$ cat config.mk
export PLATFORM = sky130hd
export DESIGN_NAME = audio_clk_chain
export DESIGN_NICKNAME = d
export VERILOG_FILES = /design/src/rtl/acc_pkg.sv /design/src/rtl/acc_divider.sv /design/src/rtl/acc_stage.sv /design/src/rtl/acc_seq.sv /design/src/rtl/audio_clk_chain.sv
export SDC_FILE = /design/constraint.sdc
export NUM_CORES = 1
export LEC_CHECK = 0
export ABC_CLOCK_PERIOD_IN_PS = 7100
export BUFFER_PORTS_ARGS = -buffer_cell sky130_fd_sc_hd__buf_4
export CAP_MARGIN = 20
export CORE_UTILIZATION = 61
export DETAILED_ROUTE_END_ITERATION = 16
export PLACE_DENSITY = 0.79
export SLEW_MARGIN = 20
export SYNTH_ARGS = -nofsm -noshare
export SYNTH_HDL_FRONTEND = slang
export SYNTH_SLANG_ARGS = --single-unit
$ cat constraint.sdc
create_clock -name clk -period 7.1 [get_ports clk]
set_input_delay 0 -clock clk [delete_from_list [all_inputs] [get_ports clk]]
set_output_delay 0 -clock clk [all_outputs]
set_load 0.02 [all_outputs]
$ cat src/rtl/acc_pkg.sv
package acc_pkg;

    typedef enum logic [2:0] {
        ST_IDLE  = 3'd0,
        ST_CALCM = 3'd1,
        ST_CALCR = 3'd2,
        ST_LOAD  = 3'd3,
        ST_ENF   = 3'd4,
        ST_ENB   = 3'd5,
        ST_ENM   = 3'd6,
        ST_RUN   = 3'd7
    } seq_state_e;

    // Extra bit-clock events added to the first frame of an aligned start.
    function automatic int lead_in(input int bdiv);
        int base;
        base = ((bdiv / 4) >= 2) ? (((bdiv / 4) - 2) * 10 + 6) : 0;
        return base + bdiv / 2;
    endfunction

endpackage

$ cat src/rtl/acc_divider.sv
module acc_divider #(
    parameter int          DW  = 32,
    parameter int unsigned NUM = 100_000_000
) (
    input  logic          clk,
    input  logic          rst_n,
    input  logic          go,
    input  logic [DW-1:0] den,
    output logic          done,
    output logic [DW-1:0] quo
);
    localparam int CW = $clog2(DW + 1);
    localparam logic [DW-1:0] NUMV = DW'(NUM);

    typedef struct packed {
        logic [DW:0]   rem;
        logic [DW-1:0] q;
        logic [DW-1:0] d;
        logic [CW-1:0] cnt;
        logic          busy;
        logic          done;
    } div_t;

    div_t s_q, s_d;
    logic [DW:0] trial;

    always_comb begin
        s_d      = s_q;
        s_d.done = 1'b0;
        trial    = {s_q.rem[DW-1:0], s_q.q[DW-1]};
        if (go) begin
            s_d.rem  = '0;
            s_d.q    = NUMV;
            s_d.d    = den;
            s_d.cnt  = CW'(DW);
            s_d.busy = 1'b1;
        end else if (s_q.busy) begin
            if (trial >= {1'b0, s_q.d}) begin
                s_d.rem = trial - {1'b0, s_q.d};
                s_d.q   = {s_q.q[DW-2:0], 1'b1};
            end else begin
                s_d.rem = trial;
                s_d.q   = {s_q.q[DW-2:0], 1'b0};
            end
            s_d.cnt = s_q.cnt - 1'b1;
            if (s_q.cnt == CW'(1)) begin
                s_d.busy = 1'b0;
                s_d.done = 1'b1;
            end
        end
    end

    always_ff @(posedge clk or negedge rst_n) begin
        if (!rst_n) s_q <= '0;
        else        s_q <= s_d;
    end

    assign done = s_q.done;
    assign quo  = s_q.q;

    // a zero denominator would make the rate results meaningless
    a_r8_den_nonzero: assert property (@(posedge clk) disable iff (!rst_n)
        go |-> (den != '0));

    // a result is only announced after an iteration run
    a_r8_done_after_busy: assert property (@(posedge clk) disable iff (!rst_n)
        done |-> $past(s_q.busy));

endmodule

$ cat src/rtl/acc_stage.sv
module acc_stage #(
    parameter int W = 8
) (
    input  logic         clk,
    input  logic         rst_n,
    input  logic         en,
    input  logic         evt,
    input  logic [W-1:0] div_first,
    input  logic [W-1:0] div_norm,
    output logic         clk_o,
    output logic         rise_o
);
    typedef struct packed {
        logic [W-1:0] cnt;
        logic [W-1:0] per;
        logic         first;
        logic         o;
    } stage_t;

    stage_t s_q, s_d;
    logic [W-1:0] pick;

    always_comb begin
        s_d    = s_q;
        pick   = s_q.first ? div_first : div_norm;
        rise_o = en && evt && (s_q.cnt == '0);
        if (!en) begin
            s_d.cnt   = '0;
            s_d.per   = '0;
            s_d.first = 1'b1;
            s_d.o     = 1'b0;
        end else if (evt) begin
            if (s_q.cnt == '0) begin
                s_d.cnt   = pick - 1'b1;
                s_d.per   = pick;
                s_d.first = 1'b0;
            end else begin
                s_d.cnt = s_q.cnt - 1'b1;
            end
            s_d.o = (s_d.cnt >= (s_d.per - (s_d.per >> 1)));
        end
    end

    always_ff @(posedge clk or negedge rst_n) begin
        if (!rst_n) s_q <= '{cnt: '0, per: '0, first: 1'b1, o: 1'b0};
        else        s_q <= s_d;
    end

    assign clk_o = s_q.o;

    // the down-counter never escapes the loaded period
    a_r2_cnt_in_period: assert property (@(posedge clk) disable iff (!rst_n)
        (s_q.per != '0) |-> (s_q.cnt < s_q.per));

    // a disabled stage is quiet in the following cycle
    a_r10_stage_quiet: assert property (@(posedge clk) disable iff (!rst_n)
        !en |=> !clk_o);

endmodule

$ cat src/rtl/acc_seq.sv
module acc_seq
    import acc_pkg::*;
#(
    parameter int RATE_W   = 17,
    parameter int RATE_MIN = 8000,
    parameter int RATE_MAX = 96000,
    parameter int MDIV_W   = 16,
    parameter int BF       = 256
) (
    input  logic              clk,
    input  logic              rst_n,
    input  logic              start,
    input  logic              stop,
    input  logic              align_in,
    input  logic [RATE_W-1:0] rate_in,
    input  logic              div_done,
    input  logic [31:0]       div_quo,
    output logic              div_go,
    output logic [31:0]       div_den,
    output logic [MDIV_W-1:0] mdiv,
    output logic              align,
    output logic [31:0]       actual,
    output logic              en_f,
    output logic              en_b,
    output logic              en_m,
    output logic              drv_n,
    output logic              running
);
    localparam logic [RATE_W-1:0] MIN_R    = RATE_W'(RATE_MIN);
    localparam logic [RATE_W-1:0] MAX_R    = RATE_W'(RATE_MAX);
    localparam logic [MDIV_W-1:0] MDIV_MAX = {MDIV_W{1'b1}};
    localparam logic [31:0]       BF32     = 32'(BF);

    typedef struct packed {
        seq_state_e        st;
        logic [RATE_W-1:0] rate;
        logic              align;
        logic [MDIV_W-1:0] mdiv;
        logic [31:0]       actual;
        logic              en_f;
        logic              en_b;
        logic              en_m;
        logic              drv_n;
    } seq_t;

    seq_t s_q, s_d;
    logic [RATE_W-1:0] rate_cl;
    logic [MDIV_W-1:0] msat;

    always_comb begin
        if (rate_in < MIN_R)      rate_cl = MIN_R;
        else if (rate_in > MAX_R) rate_cl = MAX_R;
        else                      rate_cl = rate_in;

        if (div_quo < 32'd2)               msat = MDIV_W'(2);
        else if (div_quo > 32'(MDIV_MAX))  msat = MDIV_MAX;
        else                               msat = div_quo[MDIV_W-1:0];
    end

    always_comb begin
        s_d     = s_q;
        div_go  = 1'b0;
        div_den = 32'(rate_cl) * BF32;
        unique case (s_q.st)
            ST_IDLE: begin
                if (start) begin
                    s_d.rate  = rate_cl;
                    s_d.align = align_in;
                    s_d.st    = ST_CALCM;
                    div_go    = 1'b1;
                end
            end
            ST_CALCM: begin
                div_den = 32'(msat) * BF32;
                if (div_done) begin
                    s_d.mdiv = msat;
                    s_d.st   = ST_CALCR;
                    div_go   = 1'b1;
                end
            end
            ST_CALCR: begin
                if (div_done) begin
                    s_d.actual = div_quo;
                    s_d.st     = ST_LOAD;
                end
            end
            ST_LOAD: begin
                s_d.drv_n = 1'b0;
                s_d.st    = ST_ENF;
            end
            ST_ENF: begin
                s_d.en_f = 1'b1;
                s_d.st   = ST_ENB;
            end
            ST_ENB: begin
                s_d.en_b = 1'b1;
                s_d.st   = ST_ENM;
            end
            ST_ENM: begin
                s_d.en_m = 1'b1;
                s_d.st   = ST_RUN;
            end
            default: ;
        endcase
        if (stop) begin
            s_d.st    = ST_IDLE;
            s_d.en_f  = 1'b0;
            s_d.en_b  = 1'b0;
            s_d.en_m  = 1'b0;
            s_d.drv_n = 1'b1;
            div_go    = 1'b0;
        end
    end

    always_ff @(posedge clk or negedge rst_n) begin
        if (!rst_n) begin
            s_q <= '{st: ST_IDLE, rate: MIN_R, align: 1'b0, mdiv: MDIV_W'(2),
                     actual: '0, en_f: 1'b0, en_b: 1'b0, en_m: 1'b0, drv_n: 1'b1};
        end else begin
            s_q <= s_d;
        end
    end

    assign mdiv    = s_q.mdiv;
    assign align   = s_q.align;
    assign actual  = s_q.actual;
    assign en_f    = s_q.en_f;
    assign en_b    = s_q.en_b;
    assign en_m    = s_q.en_m;
    assign drv_n   = s_q.drv_n;
    assign running = (s_q.st == ST_RUN);

    // master stage only runs with both downstream stages already on
    a_r5_enable_nesting: assert property (@(posedge clk) disable iff (!rst_n)
        s_q.en_m |-> (s_q.en_b && s_q.en_f));

    // bit stage comes up one cycle after the frame stage
    a_r5_bit_after_frame: assert property (@(posedge clk) disable iff (!rst_n)
        $rose(s_q.en_b) |-> $past(s_q.en_f));

    // a sequence in progress always carries a rate inside the window
    a_r3_rate_window: assert property (@(posedge clk) disable iff (!rst_n)
        (s_q.st != ST_IDLE) |-> (s_q.rate >= MIN_R && s_q.rate <= MAX_R));

    // a start outside idle leaves the captured settings untouched
    a_r9_start_ignored: assert property (@(posedge clk) disable iff (!rst_n)
        (s_q.st != ST_IDLE && start) |=> ($stable(s_q.rate) && $stable(s_q.align) && $stable(s_q.mdiv)));

    // drivers are enabled before any stage is enabled
    a_r6_drivers_first: assert property (@(posedge clk) disable iff (!rst_n)
        s_q.en_f |-> !s_q.drv_n);

endmodule

$ cat src/rtl/audio_clk_chain.sv
module audio_clk_chain
    import acc_pkg::*;
#(
    parameter int unsigned REF_HZ    = 100_000_000,
    parameter int          RATE_W    = 17,
    parameter int          RATE_MIN  = 8000,
    parameter int          RATE_MAX  = 96000,
    parameter int          MDIV_W    = 16,
    parameter int          BIT_DIV   = 8,
    parameter int          FRAME_DIV = 32
) (
    input  logic              clk,
    input  logic              rst_n,
    input  logic              start,
    input  logic              stop,
    input  logic              align_start,
    input  logic [RATE_W-1:0] rate_hz,
    output logic              mclk,
    output logic              bclk,
    output logic              lrclk,
    output logic              drv_en_n,
    output logic              running,
    output logic [31:0]       actual_rate
);
    localparam int BF      = BIT_DIV * FRAME_DIV;
    localparam int STRETCH = lead_in(BIT_DIV);
    localparam int BW      = $clog2(BIT_DIV + 1);
    localparam int FW      = $clog2(FRAME_DIV + STRETCH + 1);
    localparam logic [BW-1:0] BDIV_V  = BW'(BIT_DIV);
    localparam logic [FW-1:0] FDIV_V  = FW'(FRAME_DIV);
    localparam logic [FW-1:0] FLONG_V = FW'(FRAME_DIV + STRETCH);

    logic              div_go, div_done;
    logic [31:0]       div_den, div_quo;
    logic [MDIV_W-1:0] mdiv;
    logic              align_q;
    logic              en_f, en_b, en_m;
    logic              run_f, run_b, run_m;
    logic              m_rise, b_rise, f_rise;
    logic [FW-1:0]     f_first;

    acc_seq #(
        .RATE_W  (RATE_W),
        .RATE_MIN(RATE_MIN),
        .RATE_MAX(RATE_MAX),
        .MDIV_W  (MDIV_W),
        .BF      (BF)
    ) u_seq (
        .clk     (clk),
        .rst_n   (rst_n),
        .start   (start),
        .stop    (stop),
        .align_in(align_start),
        .rate_in (rate_hz),
        .div_done(div_done),
        .div_quo (div_quo),
        .div_go  (div_go),
        .div_den (div_den),
        .mdiv    (mdiv),
        .align   (align_q),
        .actual  (actual_rate),
        .en_f    (en_f),
        .en_b    (en_b),
        .en_m    (en_m),
        .drv_n   (drv_en_n),
        .running (running)
    );

    acc_divider #(
        .DW (32),
        .NUM(REF_HZ)
    ) u_div (
        .clk  (clk),
        .rst_n(rst_n),
        .go   (div_go),
        .den  (div_den),
        .done (div_done),
        .quo  (div_quo)
    );

    // A stop clears the stages on the same edge that it is sampled
    assign run_m   = en_m && !stop;
    assign run_b   = en_b && !stop;
    assign run_f   = en_f && !stop;
    assign f_first = align_q ? FLONG_V : FDIV_V;

    acc_stage #(.W(MDIV_W)) u_mstage (
        .clk      (clk),
        .rst_n    (rst_n),
        .en       (run_m),
        .evt      (1'b1),
        .div_first(mdiv),
        .div_norm (mdiv),
        .clk_o    (mclk),
        .rise_o   (m_rise)
    );

    acc_stage #(.W(BW)) u_bstage (
        .clk      (clk),
        .rst_n    (rst_n),
        .en       (run_b),
        .evt      (m_rise),
        .div_first(BDIV_V),
        .div_norm (BDIV_V),
        .clk_o    (bclk),
        .rise_o   (b_rise)
    );

    acc_stage #(.W(FW)) u_fstage (
        .clk      (clk),
        .rst_n    (rst_n),
        .en       (run_f),
        .evt      (b_rise),
        .div_first(f_first),
        .div_norm (FDIV_V),
        .clk_o    (lrclk),
        .rise_o   (f_rise)
    );

    // bit clock rises only together with the master clock
    a_r4_bit_on_master: assert property (@(posedge clk) disable iff (!rst_n)
        $rose(bclk) |-> $rose(mclk));

    // frame clock rises only together with the bit clock
    a_r4_frame_on_bit: assert property (@(posedge clk) disable iff (!rst_n)
        $rose(lrclk) |-> $rose(bclk));

    // no clock is high while the drivers are disabled
    a_r6_driver_low: assert property (@(posedge clk) disable iff (!rst_n)
        (mclk || bclk || lrclk) |-> !drv_en_n);

    // stop silences everything by the next cycle
    a_r10_stop_quiet: assert property (@(posedge clk) disable iff (!rst_n)
        stop |=> (!mclk && !bclk && !lrclk && drv_en_n && !running));

    // the frame stage's rise event can only follow a bit stage rise
    a_r5_frame_event_chain: assert property (@(posedge clk) disable iff (!rst_n)
        f_rise |-> (b_rise && m_rise));

endmodule

==> results of run 1 <==
## worst max-delay path, delay by kind of cell (launching register included)
kind | cells | cell delay (ps)
AOI/OAI and AO/OA | 7 | 1200
adders and majority gates | 2 | 630
buffers and inverters | 1 | 90
DFF | 1 | 420
muxes | 1 | 500
and+or+nand+nor | 8 | 2440
## cell type report
type | count | area (sq um) | share of cell area (%)
tap | 260 | 325 | 2.41
multi-input combinational | 929 | 6290 | 46.6
clock buffer | 33 | 663 | 4.92
sequential | 201 | 5040 | 37.3
inverter | 73 | 274 | 2.03
timing repair buffer | 88 | 719 | 5.33
clock inverter | 9 | 181 | 1.34
## power by group
group	internal, mW	switching [mW]
combinational	1.22	1.47
clock	0.832	0.483
sequential	1.41	0.277
total	3.46	2.22
## registers in the layout (all words and copies together), names as in the netlist
signal	flops
u_seq.align	1
u_seq.mdiv	16
u_mstage.clk_o	1
u_seq.drv_n	1
u_div.quo	32
u_mstage.s_q	32
u_seq.s_q	3
u_seq.actual	32
u_seq.en_f	1
u_fstage.s_q	13
u_seq.en_b	1
u_div.done	1
u_seq.en_m	1
u_div.s_q	56
u_fstage.clk_o	1
u_bstage.s_q	8
u_bstage.clk_o	1
## cell families after synthesis
group / Yosys count
and+or+nand+nor: 428
AOI/OAI and AO/OA: 279
DFF: 201
buffers and inverters: 157
muxes: 98
adders and majority gates: 73
xor gates and xnor gates: 51
## layer usage
layer / up-vias / GRT usage (%) / wire length, um
met5: - / 0 / 0
met4: 0 / 6.68 / 533
met2: 236 / 44.9 / 12500
met3: 50 / 4.24 / 1370
met1: 4512 / 39.0 / 12400
li1: 4569 / - / -
## cells in the final DEF (no fill, tap or decap), drive strengths merged, types with 16 or more instances in the layout
cell,Yosys,layout
nand2,79,79
nor2,170,170
ha,69,69
a31oi,16,16
nor4,19,19
buf,42,66
nor2b,26,26
mux2i,61,61
mux2,37,37
xnor2,28,28
a21oi,93,93
dfrtp,198,198
nor3,18,18
inv,73,74
a211oi,23,23
clkbuf,42,34
dlygate4sd3,0,21
o21ai,73,73
xor2,23,23
## how the worst max path moves through the flow
stage | to | slack, ps
floorplan | u_mstage.clk_o$_DFF_PN0_ | 2120
global placement | u_mstage.clk_o$_DFF_PN0_ | 1920
detailed placement | u_mstage.clk_o$_DFF_PN0_ | 1800
CTS | u_mstage.clk_o$_DFF_PN0_ | 1770
global route | u_mstage.clk_o$_DFF_PN0_ | 1470
finish | u_mstage.clk_o$_DFF_PN0_ | 1720
==> results by group, run 1 <==
Outcome
  • Outcome: finished, final reports clean

Logic synthesis
  • Mapped Nets: roughly 1400
  • Synth cell types: 73
  • Area leader, netlist: dfrtp_1
  • Post-synthesis sequential area ratio: between 40% and 50%
  • Post-synth EDFFs: 0
  • Synth Instances: between 1000 and 1500
  • Synth warn: 0
  • Synth Area in Simple Gates: ~18%
  • Main combinational cell family by area after synthesis: simple AND/OR/NAND/NOR gates
  • Main synth FF type: dfrtp_1
  • Yosys top cell area share: approximately two fifths
  • Asr flop ratio synth: between 90% and 100%
  • Synthesized area per cell: 9.34 sq um
  • Adder-Cell Fraction of Synth Area: 7.85%
  • Most numerous cell in the Yosys netlist: dfrtp_1
  • Post-Syn Area: roughly 12000 sq um
  • Largest cells by area after synthesis: dfrtp_1 41%, ha_1 7.2%, nor2_1 5.3%
  • Synth Area in XOR/XNOR: around 3.7%
  • Synth Register Bits: around 200
  • Most frequent cells after synthesis: 198 x dfrtp_1, 170 x nor2_1, 93 x a21oi_1, 78 x nand2_1, 73 x inv_1
  • Post-synthesis compound-gate area fraction: roughly 14%
  • Post-synthesis mux area share: under 10%

Clocking
  • CTS tree: yes
  • Clock Root Buffer: clkbuf_16
  • CTS H-tree depth: 1
  • Sink Count: between 200 and 250
  • Skew-Pair Late Insertion Delay: approximately 520 ps
  • Number of CTS-inserted buffers: 23
  • Hold buffer count at CTS: 21
  • Clock Pin Slew Worst Setup and Hold Paths: roughly 60 ps
  • Max Root-Sink Buffers: 3
  • Resize count post-CTS: 0
  • Post-CTS Setup Inserts: 0

GRT
  • Largest net degree at the start of global routing: 88
  • Initial antenna violation count: 0
  • Gr ovfl total: 0
  • First-pass GRT wire length: 45500 um
  • All-Layer GR Usage: roughly 28%
  • Vias in the first global route: 9292

STA
  • RSZ-0062 raised after global routing: false
  • Max Slew Vio Count: 0
  • Final setup violation count: 0
  • Min cycle time layout: between 5000 and 6000 ps
  • Worst-margin pin slew: between 1000 and 1500 ps
  • Final setup TNS: 0 ps
  • Slew headroom: a little over a quarter
  • FMAX: 0.186 GHz
  • Worst Clk Skew: about 9 ps
  • Final Cycle Share: about three quarters
  • Final setup margin: 1720 ps
  • Hold slack: approximately 2.3 ps
  • Hold Vio Cnt, Final: 0

Setup path
  • Reg2reg setup slack: approximately 1700 ps
  • Worst path slowest cell: or4_4
  • CP Class: reg -> reg
  • Critical Path RT: 7520 ps
  • CP Launch Point: u_mstage.s_q[23]$_DFF_PN0_
  • Startpoint Class: flop
  • RR Startpoint: u_mstage.s_q[23]$_DFF_PN0_
  • Critical Path Fanout Max: 20
  • CP Cell Sequence: or4_4 > nor4_4 > nand2_2 > mux2i_1 > inv_1 > ha_1 > a21oi_1 > nand4_1 > o21ai_1 > o221a_4 > or4_4 > a211oi_2 > nor3b_2 > ha_1 > nand3_1 > nor2_1 > o21a_1 > a41oi_1 > a211oi_1
  • Crit path DAT: between 5000 and 6000 ps
  • Setup crit end kind: flop
  • Crit-path max cell delay: 560 ps
  • Worst R2R Path Depth: 19
  • Worst reg2reg endpoint: u_mstage.clk_o$_DFF_PN0_

Floorplanning
  • Num rows: 50
  • Initial Util: 63.2%
  • # IOs: about 60
  • Core area: roughly 19000 sq um
  • Die Ht: roughly 140 um
  • DIE WIDTH: approximately 140 um
  • DIE AREA: just over 20000 sq um

Detailed routing
  • Via count: roughly 9400
  • DR vias/cell: 5.88
  • Initial DRC Count: ~760
  • DRC: 0
  • Drt pass-1 iters: 5
  • WL final: around 27000 um
  • Post-DRT Antenna Nets: 0
  • DR WL/cell: between 15 and 20 um

Placed design
  • Detailed placement HPWL: 18200 um
  • Number of port buffers: 58
  • Global placer's final weighted congestion: approximately 0.91
  • Dpl ws: around 1800 ps
  • DP Cell Count: about 1500
  • Area after DPL: 12400 sq um

Final layout
  • Filler instances: approximately 1500
  • Final #Nets: around 1400
  • Share of cells above drive strength 1: between 10% and 20%
  • Antenna fix cells: 0
  • Finished Cell Area: 13500 sq um
  • Syn-to-layout area delta: 12.2%
  • Layout Utilization: between 70% and 80%
  • Final Non-Filler Cells: 1593

Worst hold path
  • Hold Crit Class: in -> async

Power
  • PnR Total Power: approximately 5.7 mW
  • Pwr/cell area: approximately 420 nW/um^2
  • Maximum resistive drop on vdd: ~0.0003 V
  • Leak Pwr: about 6.6 nW

Run
  • Max_cap viols: 0
Power figures use the tool's default switching activity.
==> run 2: changes to the inputs <==
ABC_AREA = 1   (was default)
ABC_CLOCK_PERIOD_IN_PS = 4300   (was 7100)
CORE_UTILIZATION = 56   (was 61)
PLACE_DENSITY = 0.77   (was 0.79)
clock period = 4.3 ns   (was 7.1 ns; I/O delays follow)
==> run 2 against run 1 <==
Against the previous run:
- area after synthesis rose by 2.3%
- critical path depth rose by 5
- cell count rose by 22%
- flip-flop and latch count did not move
- sequential power rose by 69%
- clock skew rose by 3.3 ps
- first-iteration DRC count fell by 4.8%
- wire length rose by 15%
- worst setup slack got worse by 1300 ps
- combinational power rose to 2.7 times the previous value
- sequential share of layout area fell by 0.88 points
- worst hold slack improved by 150 ps
==> results by group, run 2 <==
STA
  • Min cycle time layout: 3860 ps (-1520 ps)
  • RSZ-0062 raised after global routing: false
  • Worst-margin pin slew: 970 ps (-125 ps)
  • Hold Vio Cnt, Final: 0 (unchanged)
  • Hold slack: 153 ps (+150 ps)
  • Max Slew Vio Count: 0 (unchanged)
  • Slew headroom: 35.3% (+8.2 points)
  • Final setup violation count: 0 (unchanged)
  • Final Cycle Share: 89.7% (+14 points)
  • FMAX: 0.259 GHz (+39%)
  • Worst Clk Skew: 12.4 ps (+3.28 ps)
  • Final setup TNS: 0 ps (unchanged)

Setup path
  • Crit path DAT: 4320 ps (-1480 ps)
  • Reg2reg setup slack: 440 ps (-1280 ps)
  • Critical Path Fanout Max: 18 (-10%)
  • Worst reg2reg endpoint: u_mstage.clk_o$_DFF_PN0_
  • Setup crit end kind: flop
  • CP Class: reg -> reg
  • Critical Path RT: 4770 ps (-2750 ps)
  • Worst R2R Path Depth: 24 (+5)
  • Startpoint Class: flop
  • RR Startpoint: u_mstage.s_q[25]$_DFF_PN0_

Final layout
  • Most frequent cells in the layout: 362 x nand2_1, 250 x inv_1, 198 x dfrtp_1, 139 x nor2_1, 122 x o21ai_0
  • Most common cell after layout, fill and taps aside: nand2_1
  • Area of the multi-input gates: 5840 sq um (-7.1%)
  • Max FFs per register: 56 (unchanged)
  • Final Non-Filler Cells: 1943 (+22%)
  • Syn-to-layout area delta: 12.3% (about the same)
  • Filler instances: 1800 (+22%)
  • Finished Cell Area: 13800 sq um (+2.3%)
  • Share of cells above drive strength 1: 8.33% (-4.5 points)
  • Register name with the most flops: u_div.s_q
  • Sequential cell area: 5030 sq um (about the same)
  • Antenna fix cells: 0 (unchanged)
  • Final #Nets: 1746 (+24%)

GRT
  • Initial antenna violation count: 0 (unchanged)
  • Largest net degree at the start of global routing: 118 (+34%)
  • Grt met1 use: 37.9% (-1.1 points)
  • Vias in the first global route: 10300 (+11%)
  • First-pass GRT wire length: 50100 um (+10%)
  • GR peak layer: met2
  • All-Layer GR Usage: 28.0% (+0.29 points)
  • Gr ovfl total: 0 (unchanged)
  • GRT met3 Usage: 3.58% (-0.66 points)
  • Routing usage on met2: 46.6% (+1.6 points)

Clocking
  • Clock Root Buffer: clkbuf_16
  • Number of CTS-inserted buffers: 23 (unchanged)
  • Clock Pin Slew Worst Setup and Hold Paths: 60 ps (about the same)
  • CTS tree: yes
  • Max Root-Sink Buffers: 3 (unchanged)
  • Skew-Pair Late Insertion Delay: 530 ps (about the same)
  • Post-CTS Setup Inserts: 0 (unchanged)
  • Sink Count: 201 (unchanged)
  • CTS H-tree depth: 1 (unchanged)

Detailed routing
  • Initial DRC Count: 726 (-4.8%)
  • DR vias/cell: 5.56 (-5.5%)
  • DRC: 0 (unchanged)
  • Post-DRT Antenna Nets: 0 (unchanged)
  • Via count: 10800 (+15%)
  • DR WL/cell: 15.8 um (-5.7%)
  • Drt pass-1 iters: 6 (+1)
  • WL final: 30700 um (+15%)

Worst hold path
  • Hold Crit Class: in -> async

Logic synthesis
  • Post-synth EDFFs: 0 (unchanged)
  • Most frequent cells after synthesis: 362 x nand2_1, 250 x inv_1, 198 x dfrtp_1, 140 x nor2_1, 123 x o21ai_0
  • Synth warn: 0 (unchanged)
  • Synth cell types: 52 (-29%)
  • Largest cells by area after synthesis: dfrtp_1 40%, nand2_1 11%, inv_1 7.6%
  • Synth Instances: 1604 (+25%)
  • Post-synthesis sequential area ratio: 40.9% (-0.94 points)
  • Main synth FF type: dfrtp_1
  • Most numerous cell in the Yosys netlist: nand2_1
  • Post-Syn Area: 12300 sq um (+2.3%)
  • Asr flop ratio synth: 100% (unchanged)
  • Area leader, netlist: dfrtp_1
  • Synthesized area per cell: 7.67 sq um (-18%)
  • Synth Register Bits: 201 (unchanged)
  • Yosys top cell area share: 40.3% (-0.93 points)
  • Mapped Nets: 1699 (+23%)

Floorplanning
  • Initial Util: 57.8% (-5.4 points)
  • DIE AREA: 22600 sq um (+11%)
  • Die Ht: 150 um (+5.5%)
  • DIE WIDTH: 150 um (+5.5%)
  • Core area: 21300 sq um (+12%)
  • Num rows: 53 (+6.0%)
  • # IOs: 59 (unchanged)

Run
  • Max_cap viols: 0 (unchanged)

Placed design
  • Number of port buffers: 58 (unchanged)
  • DP Cell Count: 1873 (+22%)
  • Detailed placement HPWL: 22100 um (+22%)
  • Global placer's final weighted congestion: 0.935 (+2.6%)
  • Area after DPL: 12700 sq um (+2.0%)

Power
  • Pwr/cell area: 892 nW/um^2 (+110%)
  • Maximum resistive drop on vdd: 0.000683 V (+130%)
  • PnR Total Power: 12.3 mW (+120%)
  • Leak Pwr: 7.13 nW (+7.5%)

Outcome
  • Outcome: finished, final reports clean
[run 2: cell types whose count changed in the layout (fill, tap and decap cells not counted), sizes merged, moves of 19 or more]
cell / change
o22ai: +29
mux2i: -61
a22oi: +19
nand2: +288
nor2: -27
inv: +182
a21oi: -20
nor2b: -26
nand3: +71
o21ai: +56
nand4: +27
mux2: -36
a211oi: -21
[run 2: worst max path at each step]
| stage | startpoint | end | slack [ps] | cells after the start |
|---|---|---|---|---|
| after floorplan | u_mstage.s_q[21]$_DFF_PN0_ | u_mstage.clk_o$_DFF_PN0_ | 910 | 26 |
| after global placement | u_mstage.s_q[25]$_DFF_PN0_ | u_mstage.clk_o$_DFF_PN0_ | 520 | 24 |
| after detailed placement | u_mstage.s_q[25]$_DFF_PN0_ | u_mstage.clk_o$_DFF_PN0_ | 310 | 25 |
| after CTS | u_mstage.s_q[25]$_DFF_PN0_ | u_mstage.clk_o$_DFF_PN0_ | 300 | 25 |
| after global routing | u_mstage.s_q[25]$_DFF_PN0_ | u_mstage.clk_o$_DFF_PN0_ | 20 | 27 |
| final | u_mstage.s_q[25]$_DFF_PN0_ | u_mstage.clk_o$_DFF_PN0_ | 440 | 24 |
[run 2: final cells by class]
cell class	instances	share of cell area, %
Clock buffer	29	4.55
Sequential cell	201	36.5
Timing Repair Buffer	94	5.75
Inverter	257	7.05
Multi-Input combinational cell	1074	42.3
Clock inverter	13	1.40
Tap cell	275	2.49
[run 2: logic make-up after synthesis]
| family | Yosys count | synth area share, % |
|---|---|---|
| xor+xnor | 35 | 2.49 |
| flops | 201 | 40.9 |
| fa+ha+maj | 73 | 7.67 |
| compound gates | 292 | 13.6 |
| mux | 1 | 0.0916 |
| buf+inv | 329 | 11.8 |
| simple gates | 673 | 23.4 |
[run 2: what timing repair did]
action                     4_1_cts  5_1_grt
setup endpoints to repair        0        1
gates resized for setup          0        4
hold endpoints to repair       152        0
hold buffers                    28        0
[run 2: metrics by stage]
step / setup slack [ps] / utilization, %
after floorplan: 907 / -
after global placement: 517 / 59.6
after detailed placement: 308 / 59.6
after CTS: 298 / 64.8
after global routing: 19.1 / 64.9
final: 443 / 64.9
[run 2: critical path, stage by stage (launching register included)]
cell	delay [ps]
dfrtp_1	380
nor2_1	130
nand2_1	100
nor2_4	200
nand2_4	180
inv_4	210
nand2_1	70
o21ai_0	230
inv_1	120
ha_1	370
nand3_1	80
and2_1	170
inv_1	70
nand3_1	90
o21ai_1	240
nand2_1	110
nand3b_1	100
nand2_1	70
ha_1	300
nand2_1	70
nor3_1	220
nand2_1	90
nand3_1	90
nand2_1	50
inv_1	60
[run 2: power by group]
part / switching (mW) / internal (mW) / leakage [nW]
combinational: 4.73 / 2.63 / 4.15
sequential: 0.355 / 2.50 / 2.60
clock: 0.821 / 1.29 / 0.387
total: 5.90 / 6.41 / 7.13
[run 2: metal layers]
layer / part of all wire (%) / vias up / wire length (um)
li1: - / 5291 / -
met1: 44 / 5131 / 13500
met2: 48 / 326 / 14700
met3: 5.7 / 53 / 1770
met4: 2.4 / 0 / 745
met5: 0 / - / 0
==> run 3: changes to the inputs <==
BUFFER_PORTS_ARGS = default   (was -buffer_cell sky130_fd_sc_hd__buf_4)
CORE_UTILIZATION = 59   (was 56)
DONT_BUFFER_PORTS = 1   (was default)
PLACE_DENSITY = 0.78   (was 0.77)
==> run 3 against run 2 <==
Against the previous run:
- the flow now finishes with violations (hold timing)
- fmax increased by 0.54%
- die area shrank 5.0%
- clock-buffer cell count grew 3
- global-route usage rose by 1.2 points
- flip-flop and latch count unchanged
- register-to-register slack improved by 20 ps
- critical path depth grew 1
- via count down 1.9%
- power decreased by 2.4%
- critical endpoint unchanged
- highest routed layer unchanged
==> results by group, run 3 (synthesis gave the netlist of run 2 again) <==
Run
  • Max_cap viols: 0 (unchanged)

Power
  • Pwr/cell area: 897 nW/um^2 (+0.63%)
  • Maximum resistive drop on vdd: 0.000603 V (-12%)
  • Leak Pwr: 6.85 nW (-4.0%)
  • PnR Total Power: 12.0 mW (-2.4%)

Setup path
  • Critical Path Fanout Max: 18 (unchanged)
  • Worst path slowest cell: dfrtp_1
  • Worst Path Buf+Inv: 4 (unchanged)
  • CP Class: reg -> reg
  • Startpoint Class: flop
  • Crit path DAT: 4300 ps (-20 ps)
  • Crit-path max cell delay: 380 ps (about the same)
  • Setup crit end kind: flop
  • Crit-path most repeated cell: nand2_1
  • Top delay family on crit path: simple AND/OR/NAND/NOR gates
  • Critical Path RT: 4770 ps (about the same)

Floorplanning
  • Die Ht: 146 um (-2.5%)
  • DIE AREA: 21400 sq um (-5.0%)
  • # IOs: 59 (unchanged)
  • DIE WIDTH: 146 um (-2.5%)
  • Core area: 20400 sq um (-4.3%)
  • Initial Util: 60.4% (+2.6 points)
  • Num rows: 52 (-1.9%)

Final layout
  • Syn-to-layout area delta: 8.95%
  • Finished Cell Area: 13400 sq um (-3.0%)
  • Most common cell after layout, fill and taps aside: nand2_1
  • Area of the multi-input gates: 5830 sq um (-0.26%)
  • Final #Nets: 1692 (-3.1%)
  • Most frequent cells in the layout: 362 x nand2_1, 250 x inv_1, 198 x dfrtp_1, 139 x nor2_1, 123 x o21ai_0
  • Sequential cell area: 5030 sq um (unchanged)
  • Max FFs per register: 56 (unchanged)
  • Register name with the most flops: u_div.s_q
  • Filler instances: 1711 (-4.9%)
  • Share of cells above drive strength 1: 4.77% (-3.6 points)

GRT
  • Vias in the first global route: 10300 (-0.12%)
  • First-pass GRT wire length: 50500 um (+0.70%)
  • All-Layer GR Usage: 29.2% (+1.2 points)
  • Largest net degree at the start of global routing: 202 (+71%)
  • Gr ovfl total: 0 (unchanged)
  • Initial antenna violation count: 0 (unchanged)

Detailed routing
  • M1 WL: 13300 um (-1.6%)
  • Initial DRC Count: 804 (+11%)
  • DR vias/cell: 5.62 (+1.1%)
  • DR WL met3: 1580 um (-10%)
  • Detail Route met2 WL: 14500 um (-1.2%)
  • DR WL/cell: 16.1 um (+2.0%)
  • DRC: 0 (unchanged)
  • Post-DRT Antenna Nets: 0 (unchanged)
  • Drt pass-1 iters: 6 (unchanged)
  • WL final: 30400 um (-1.1%)
  • Top Metal Used: met4
  • Via count: 10600 (-1.9%)

Clocking
  • Skew-Pair Late Insertion Delay: 530 ps (about the same)
  • Clock Root Buffer: clkbuf_16
  • Number of CTS-inserted buffers: 23 (unchanged)
  • Resize count post-CTS: 0 (unchanged)
  • Hold buffer count at CTS: 33 (+18%)
  • Clock Pin Slew Worst Setup and Hold Paths: 60 ps (about the same)
  • CTS tree: yes
  • CTS H-tree depth: 1 (unchanged)
  • Max Root-Sink Buffers: 3 (unchanged)
  • Sink Count: 201 (unchanged)

STA
  • Final setup margin: 464 ps (+20.8 ps)
  • Worst-margin pin slew: 930 ps (-40.0 ps)
  • Worst Clk Skew: 17.1 ps (+4.64 ps)
  • FMAX: 0.261 GHz (+0.54%)
  • Final setup TNS: 0 ps (unchanged)
  • Hold Vio Cnt, Final: 201 (+201)
  • Slew headroom: 37.9% (+2.7 points)
  • Min cycle time layout: 3840 ps (-20.8 ps)
  • Final setup violation count: 0 (unchanged)
  • Hold slack: -827 ps (-980 ps)
  • RSZ-0062 raised after global routing: false
  • Max Slew Vio Count: 0 (unchanged)
  • Final Cycle Share: 89.2% (-0.48 points)

Placed design
  • Area after DPL: 12200 sq um (-3.7%)
  • Dpl ws: 537 ps (+229 ps)
  • Global placer's final weighted congestion: 0.945 (+1.1%)
  • Number of port buffers: 0 (-100%)
  • Detailed placement HPWL: 21500 um (-2.8%)

Outcome
  • Outcome: complete, but fails checks
  • Violated checks: hold timing

Worst hold path
  • Hold Crit Class: in -> async
## run 3: power by group
part | internal (mW) | switching, mW | leakage [nW]
clock | 1.31 | 0.798 | 0.401
sequential | 2.49 | 0.448 | 2.60
combinational | 2.50 | 4.47 | 3.85
total | 6.30 | 5.72 | 6.85
## run 3: through the flow
step           utilization, %  cells
2_1_floorplan               -   1604
3_3_place_gp             60.0   1808
3_5_place_dp             60.0   1808
4_1_cts                  65.6   1882
5_1_grt                  65.8   1883
6_report                 65.8   1884
## run 3: area by class of cell
| type | instances | area share (%) |
|---|---|---|
| flip-flops and latches | 201 | 37.6 |
| well taps | 270 | 2.52 |
| multi-input cells | 1074 | 43.5 |
| repair buffers | 40 | 3.01 |
| clock inverters | 9 | 1.28 |
| inverters | 257 | 7.27 |
| clock buffers | 32 | 4.85 |
| diodes | 1 | 0.0187 |
## run 3: what timing repair did
action	CTS	global route
hold endpoints to repair	254	201
setup endpoints to repair	0	0
buffers inserted	0	0
## run 3: layer usage
| layer | GRT usage (%) | vias to the layer above |
|---|---|---|
| li1 | - | 5196 |
| met1 | 38.6 | 4970 |
| met2 | 49.7 | 353 |
| met3 | 3.03 | 74 |
| met4 | 11.0 | 0 |
| met5 | 0 | - |
## run 3: worst paths after layout
path                       slack (ps)                        start  cells past startpoint                     endpoint
max reg2reg                       460   u_mstage.s_q[29]$_DFF_PN0_                     25     u_mstage.clk_o$_DFF_PN0_
min in group clk                   20                        start                      4     u_div.s_q[7]$_DFFE_PN0P_
min                              -830                        rst_n                      0  u_bstage.s_q[9]$_DFFE_PN0P_
max                               460   u_mstage.s_q[29]$_DFF_PN0_                     25     u_mstage.clk_o$_DFF_PN0_
min reg2reg                       470  u_fstage.s_q[1]$_DFFE_PN1P_                      2  u_fstage.s_q[1]$_DFFE_PN1P_
max in group asynchronous        4780                        rst_n                      0    u_seq.mdiv[1]$_DFFE_PN1P_
## run 3: worst register-to-register path, delay by kind of cell (launching register included)
family	cells	cell delay, ps
adders and majority gates	2	640
and+or+nand+nor	16	1690
buffers and inverters	4	380
AOI/OAI and AO/OA	3	700
DFF	1	380
